`config.mk`:
```
export PLATFORM = sky130hd
export DESIGN_NAME = ccr_byte_reg
export DESIGN_NICKNAME = d
export VERILOG_FILES = /design/src/rtl/ccr_pkg.sv /design/src/rtl/ccr_wr_stage.sv /design/src/rtl/ccr_rd_stage.sv /design/src/rtl/ccr_byte_reg.sv
export SDC_FILE = /design/constraint.sdc
export NUM_CORES = 1
export LEC_CHECK = 0
export ABC_CLOCK_PERIOD_IN_PS = 900
export BUFFER_PORTS_ARGS = -buffer_cell sky130_fd_sc_hd__buf_4
export CORE_MARGIN = 5
export CORE_UTILIZATION = 47
export DETAILED_ROUTE_END_ITERATION = 8
export PLACE_DENSITY = 0.73
export SYNTH_ARGS = -nofsm -noshare
export SYNTH_HDL_FRONTEND = slang
export SYNTH_HIERARCHICAL = 1
export SYNTH_SLANG_ARGS = --single-unit
```
`constraint.sdc`:
```
create_clock -name clk -period 0.9 [get_ports clk]
set_input_delay 0.18 -clock clk [delete_from_list [all_inputs] [get_ports clk]]
set_output_delay 0.18 -clock clk [all_outputs]
set_load 0.02 [all_outputs]
```
`src/rtl/ccr_pkg.sv`:
```
package ccr_pkg;
   typedef enum logic [1:0] {
      LOC_DATA_LO = 2'd0,
      LOC_DATA_HI = 2'd1,
      LOC_CNT_LO  = 2'd2,
      LOC_RSVD    = 2'd3
   } ccr_loc_e;
endpackage

```
`src/rtl/ccr_wr_stage.sv`:
```
module ccr_wr_stage #(
   parameter int BYTE_W = 8,
   localparam int WORD_W = 2 * BYTE_W
) (
   input  logic              clk,
   input  logic              rst_n,
   input  logic              wr_lo,
   input  logic              wr_hi,
   input  logic              split_mode,
   input  logic [BYTE_W-1:0] wdata,
   input  logic [WORD_W-1:0] cur_word,
   output logic              load,
   output logic [WORD_W-1:0] next_word
);
   logic [BYTE_W-1:0] staged_hi;

   // staging latch only used in paired mode
   always_ff @(posedge clk or negedge rst_n) begin
      if (!rst_n)                    staged_hi <= '0;
      else if (wr_hi && !split_mode) staged_hi <= wdata;
   end

   always_comb begin
      load      = wr_lo || (split_mode && wr_hi);
      next_word = {staged_hi, wdata};
      if (split_mode) begin
         if (wr_hi) next_word = {wdata, cur_word[BYTE_W-1:0]};
         else       next_word = {cur_word[WORD_W-1:BYTE_W], wdata};
      end
   end
endmodule

```
`src/rtl/ccr_rd_stage.sv`:
```
module ccr_rd_stage
   import ccr_pkg::*;
#(
   parameter int BYTE_W = 8,
   localparam int WORD_W = 2 * BYTE_W
) (
   input  logic              clk,
   input  logic              rst_n,
   input  logic              rd_en,
   input  logic [1:0]        addr,
   input  logic [WORD_W-1:0] word,
   input  logic [WORD_W-1:0] cnt,
   output logic [BYTE_W-1:0] rdata
);
   logic [BYTE_W-1:0] held_hi;

   always_ff @(posedge clk or negedge rst_n) begin
      if (!rst_n) held_hi <= '0;
      else if (rd_en) begin
         if (addr == LOC_DATA_LO)     held_hi <= word[WORD_W-1:BYTE_W];
         else if (addr == LOC_CNT_LO) held_hi <= cnt[WORD_W-1:BYTE_W];
      end
   end

   always_comb begin
      rdata = '0;
      if (rd_en) begin
         case (addr)
            LOC_DATA_LO: rdata = word[BYTE_W-1:0];
            LOC_DATA_HI: rdata = held_hi;
            LOC_CNT_LO:  rdata = cnt[BYTE_W-1:0];
            default:     rdata = '0;
         endcase
      end
   end
endmodule

```
`src/rtl/ccr_byte_reg.sv`:
```
module ccr_byte_reg
   import ccr_pkg::*;
#(
   parameter int BYTE_W      = 8,
   parameter bit HAS_CAPTURE = 1'b1,
   localparam int WORD_W = 2 * BYTE_W
) (
   input  logic              clk,
   input  logic              rst_n,
   input  logic [1:0]        bus_addr,
   input  logic              bus_wr,
   input  logic              bus_rd,
   input  logic [BYTE_W-1:0] bus_wdata,
   output logic [BYTE_W-1:0] bus_rdata,
   input  logic              split_mode,
   input  logic              capture_mode,
   input  logic              cap_strobe,
   input  logic [WORD_W-1:0] cnt_value,
   output logic [WORD_W-1:0] cmp_value
);
   generate
      if (BYTE_W < 2) begin : g_bad_width
         $error("ccr_byte_reg: BYTE_W must be at least 2");
      end
   endgenerate

   logic              wr_lo, wr_hi, wr_load, cap_hit;
   logic [WORD_W-1:0] wr_word, word_q;

   assign wr_lo = bus_wr && (bus_addr == LOC_DATA_LO);
   assign wr_hi = bus_wr && (bus_addr == LOC_DATA_HI);

   generate
      if (HAS_CAPTURE) begin : g_cap
         assign cap_hit = capture_mode && cap_strobe;
      end else begin : g_nocap
         assign cap_hit = 1'b0;
      end
   endgenerate

   ccr_wr_stage #(.BYTE_W(BYTE_W)) u_wr (
      .clk(clk), .rst_n(rst_n), .wr_lo(wr_lo), .wr_hi(wr_hi),
      .split_mode(split_mode), .wdata(bus_wdata), .cur_word(word_q),
      .load(wr_load), .next_word(wr_word)
   );

   // capture outranks a software update in the same cycle
   always_ff @(posedge clk or negedge rst_n) begin
      if (!rst_n)       word_q <= '0;
      else if (cap_hit) word_q <= cnt_value;
      else if (wr_load) word_q <= wr_word;
   end

   ccr_rd_stage #(.BYTE_W(BYTE_W)) u_rd (
      .clk(clk), .rst_n(rst_n), .rd_en(bus_rd), .addr(bus_addr),
      .word(word_q), .cnt(cnt_value), .rdata(bus_rdata)
   );

   assign cmp_value = word_q;
endmodule

```
* Word-level counts from Yosys, hierarchy flattened
Cells that the tools add are included.
Operators by class: divide/modulo/power cells 0, bitwise logic cells 0, muxes and demuxes 8, reductions and logical operators 13, equal/unequal tests 4, shift-type cells 0, add/sub/neg operators 0, $mul 0, $lt $le $gt $ge 0
Operators by type and width (number):
- 16-bit 2-to-1 mux | 4
- 8-bit 2-to-1 mux | 3
- 8-bit one-hot mux with 3 select lines | 1
- 2-bit AND reduction | 3
- 1-bit logical AND | 5
- 2-bit nonzero test | 2
- 3-bit by 1-bit != test with 1-bit output (second input constant) | 1
- 3-bit != test (second input constant) | 1
- 2-bit by 1-bit == test with 1-bit output (second input constant) | 1
- 2-bit == test (second input constant) | 1
- 2-bit zero test | 1
- 1-bit zero test | 1
- 1-bit logical OR | 1
Word-level totals: flip-flop bits (word level) 32, bits in writable memories 0, latch bits 0, output and inout bits 24, word-level logic and storage cells 29, bits in read-only memories 0, memories 0

* Logic depth before layout (Yosys ltp)
word-level depth 6, mapped depth 8, gate-level depth less buffers 5

* By module
The synthesis kept the hierarchy.
Modules (own cells, without submodules):
- ccr_byte_reg | area an instance 814.5 um^2, times used 1, cells each 74
- ccr_rd_stage | area an instance 655.6 um^2, times used 1, cells each 71
- ccr_wr_stage | area an instance 625.6 um^2, times used 1, cells each 55

* Worst setup path before layout
OpenSTA, ideal clock, no wires.
path kind input to register, start in bus_addr[1], end reg word_q[13], in the netlist cmp_value[13], path slack -509 ps, cell stages on the path 8, library setup time 121 ps, required time 779 ps, data arrival time 1288 ps, path through and3b_1 buf_6 nand2_2 nand2b_1 buf_6 buf_12 mux2i_1 o21ai_1
Between the ends: longest elaborated chain between the ends 6, elaborated cells on any way between the ends 9, those cells by class eq/ne: 2; reduce/logical: 7
Ends and longest elaborated chain:
- start, declared | line ccr_byte_reg.sv:10 | input logic [1:0] bus_addr,
- 2-bit by 1-bit == test with 1-bit output | line ccr_byte_reg.sv:31 | assign wr_hi = bus_wr && (bus_addr == LOC_DATA_HI);
- 1-bit logical AND | line ccr_byte_reg.sv:31
- 1-bit logical AND | line ccr_wr_stage.sv:24 | load = wr_lo || (split_mode && wr_hi);
- 1-bit logical OR * | line ccr_wr_stage.sv:24
- via wr_load | line ccr_byte_reg.sv:27 | logic wr_lo, wr_hi, wr_load, cap_hit;
- 2-bit nonzero test (no line) *
- 2-bit AND reduction (no line) *
- end signal, assigned | line ccr_byte_reg.sv:50 | else if (cap_hit) word_q <= cnt_value;
- end signal, assigned | line ccr_byte_reg.sv:51 | else if (wr_load) word_q <= wr_word;
- end, declared | line ccr_byte_reg.sv:28 | logic [WORD_W-1:0] wr_word, word_q;
Mark *: on every way through the listed nets, which the timed path passes. The rest lies on a longest branch. A chain may end at the register's enable or synchronous reset.

* Worst setup path in the final report
start reg u_rd.held_hi[7], end out bus_rdata[7]
Between the ends: longest elaborated chain between the ends 2
Ends and longest elaborated chain:
- start, declared | line ccr_rd_stage.sv:15 | logic [BYTE_W-1:0] held_hi;
- start signal, assigned | line ccr_rd_stage.sv:20 | if (addr == LOC_DATA_LO) held_hi <= word[WORD_W-1:BYTE_W];
- start signal, assigned | line ccr_rd_stage.sv:21 | else if (addr == LOC_CNT_LO) held_hi <= cnt[WORD_W-1:BYTE_W];
- 8-bit one-hot mux with 3 select lines | line ccr_rd_stage.sv:28 | case (addr)
- 8-bit 2-to-1 mux | line ccr_rd_stage.sv:27 | if (rd_en) begin
- end, declared | line ccr_byte_reg.sv:14 | output logic [BYTE_W-1:0] bus_rdata,
Every way passes these cells.

==> results.yml <==
power:
  peakVddDrop_mv: 1.469
  p_leak_nw: 1.620
  powerDensity_nw_per_um2: 1704
placement:
  hpwl_mm: 4.164
  numPortBuffers: 56
  post-place-ws_ns: -0.6003
  gp_congestion: 0.7881
sta:
  grt_setup_unrepaired: "yes"
  report.final.hold_viol_count: 0
  worst_pin_slew_ns: 0.4194
  skew_ns: 0.002117
  setup_viol: 56
  max_slew_margin_pct: 72.04
  fmax_ghz: 0.7215
  finalWorstSetupSlack_ns: -0.4860
  min_period_ns: 1.386
  drv_slew: 0
  fin_crit_sh_pct: 154.0
  fin_setup_tns_ns: -13.65
worst_setup_path:
  max_stage_delay_ns: 0.39
  reg2regPathDepth: 5
  slowest_stage: "dfrtp_1"
  path_max_fanout: 2
  cp-start-kind: "register"
  critical_path_class: "register to output pin"
  worstPathArrival_ns: 1.21
  required_ns: 0.72
  crit_path_end_kind: "output pin"
  crit_chain: "mux2i_1 > o21ai_1 > and2_1 > buf_6"
logic_synthesis:
  synthMuxAreaShare_pct: 29.13
  synth-seq-cells: 32
  avgSynthCellArea_um2: 10.48
  yosysWarnings: 6
  synth_compound_area_share_pct: 9.552
  synth.cell_area_um2: 2096
  seq_area_frac_synth_pct: 38.21
  synthCells: 200
  synth-xor-area-share_pct: 0
  synth-simple-area-share_pct: 15.04
  syn-num-nets: 233
  synth.distinct_cells: 24
  synthAdderAreaFrac_pct: 0
  synth_top_family_by_area: "multiplexers"
finish:
  syn_to_final_growth_pct: 62.63
  fillers: 271
  most-common-layout-cells: "buf_6 (58), buf_4 (56), mux2i_1 (37)"
  final_nets: 345
  drive_gt1_share_pct: 49.52
  layout_commonest_cell: "buf_6"
  insertedDiodeCount: 0
clock_tree:
  max-clock-path-buffers: 2
  worstSkewPairLatency_ns: 0.28
  root_buffer: "clkbuf_8"
  cts_sinks: 32
  cts_tree: "done"
  cts-buffers-inserted: 5
  htree_levels: 2
  clk_pin_slew_ns: 0.07
route:
  drtPass1Iterations: 4
  routed_via_density: 5.605
  detail-route-antenna-nets: 0
  dr.first_iter.drc_count: 131
  drt_wl_total_mm: 6.687
  drc_errors: 0
  wl_per_cell_um: 18.32
  vias: 2046
die:
  core_area_um2: 4354
  io_pins: 57
  die_area_um2: 5894
  die_x_um: 76.78
  die_y_um: 76.78
  start_util_pct: 48.13
  row_count: 24
grt:
  grt_pass1_wl_mm: 10.71
  grt_overflow: 0
  grt_pass1_vias: 2177
  grt_usage_pct: 22.45
  grt_max_degree: 33
  antenna_found_initial: 0
min_path:
  hold_depth: 2
  hp-class: "input port to register"
run_status:
  violations: "setup timing"
  outcome: "complete, but fails checks"
run:
  maxCapViolCount: 0
==> critical path: cells and delay by family (launching register included) <==
family                 cells  cell delay, ns
flip-flops                 1            0.39
multiplexers               1            0.15
AND/OR/NAND/NOR            1            0.15
buffers and inverters      1            0.13
AO/OA/AOI/OAI              1            0.10
==> cells in the mapped netlist (all sizes together) <==
master / count / area (um2)
dfrtp: 32 / 800.8
nor2: 8 / 30.03
nand3b: 8 / 60.06
buf: 16 / 163.9
and2: 9 / 58.81
nand3: 16 / 80.08
o21ai: 32 / 160.2
mux2: 16 / 210.2
and3b: 1 / 8.760
mux2i: 40 / 400.4
nor3b: 1 / 7.510
clkbuf: 1 / 5.000
nand2b: 3 / 33.79
a21oi: 8 / 40.04
nand2: 9 / 36.29
==> state kept, by name, indices dropped and copies added (netlist names) <==
register        cells
u_rd/held_hi        8
cmp_value          16
u_wr/staged_hi      8
==> metal layers <==
layer | vias to the layer above | GRT usage, % | part of all wire [%]
met5 | - | 0 | 0
met4 | 0 | 6.818 | 2.2
met3 | 15 | 5.972 | 5.2
met2 | 74 | 36.42 | 51
met1 | 1019 | 29.14 | 42
li1 | 938 | - | -
==> kinds of logic (layout without fill, tap and decap cells) <==
family	Yosys count	after routing
multiplexers	56	56
AND/OR/NAND/NOR	55	56
AO/OA/AOI/OAI	40	40
flip-flops	32	32
buffers and inverters	17	129
==> worst paths after layout <==
check / from / endpoint / slack [ns]
hold reg to reg: u_rd/held_hi[5] / u_rd/held_hi[5] / 0.50
setup reg to reg: cmp_value[6] / cmp_value[6] / -0.36
min in group asynchronous: rst_n / u_wr/staged_hi[6] / 0.37
max in group asynchronous: rst_n / cmp_value[15] / 0.23
hold / removal: bus_wdata[1] / u_wr/staged_hi[1] / 0.15
setup / recovery: u_rd/held_hi[7] / bus_rdata[7] / -0.49
==> layout make-up <==
class	instances	area, um2	area share [%]
clock buffers	7	96.34	2.827
clock inverters	1	30.03	0.8811
multi-input cells	152	1215	35.65
flip-flops and latches	32	800.8	23.49
well taps	52	65.06	1.909
repair buffers	121	1201	35.24
==> per-stage QoR <==
step           total power, mW  instance area, um2  hold slack (ns)  cells  utilization [%]
3_5_place_dp             3.555                2746           0.1430    326            63.07
6_report                 5.806                3408           0.1490    365            78.28
2_1_floorplan            2.767                2117          -0.1156    200                -
5_1_grt                  6.060                3408           0.1421    365            78.28
3_3_place_gp             3.511                2746           0.1416    326            63.07
4_1_cts                  5.664                3311           0.1406    358            76.03
==> what timing repair did <==
| action | CTS | global route |
|---|---|---|
| setup buffers | 23 | 13 |
| hold buffers | 1 | 0 |
| pin swaps | 24 | 24 |
| gates cloned | 2 | 0 |
| gates resized for setup | 81 | 15 |
| setup endpoints to repair | 54 | 56 |
| hold endpoints to repair | 32 | 0 |
==> where the power goes <==
part	switching, mW	internal, mW
Combinational	0.992	1.41
Clock	0.561	0.977
Sequential	0.174	1.70
No activity file was read; power rests on OpenSTA's default activity.
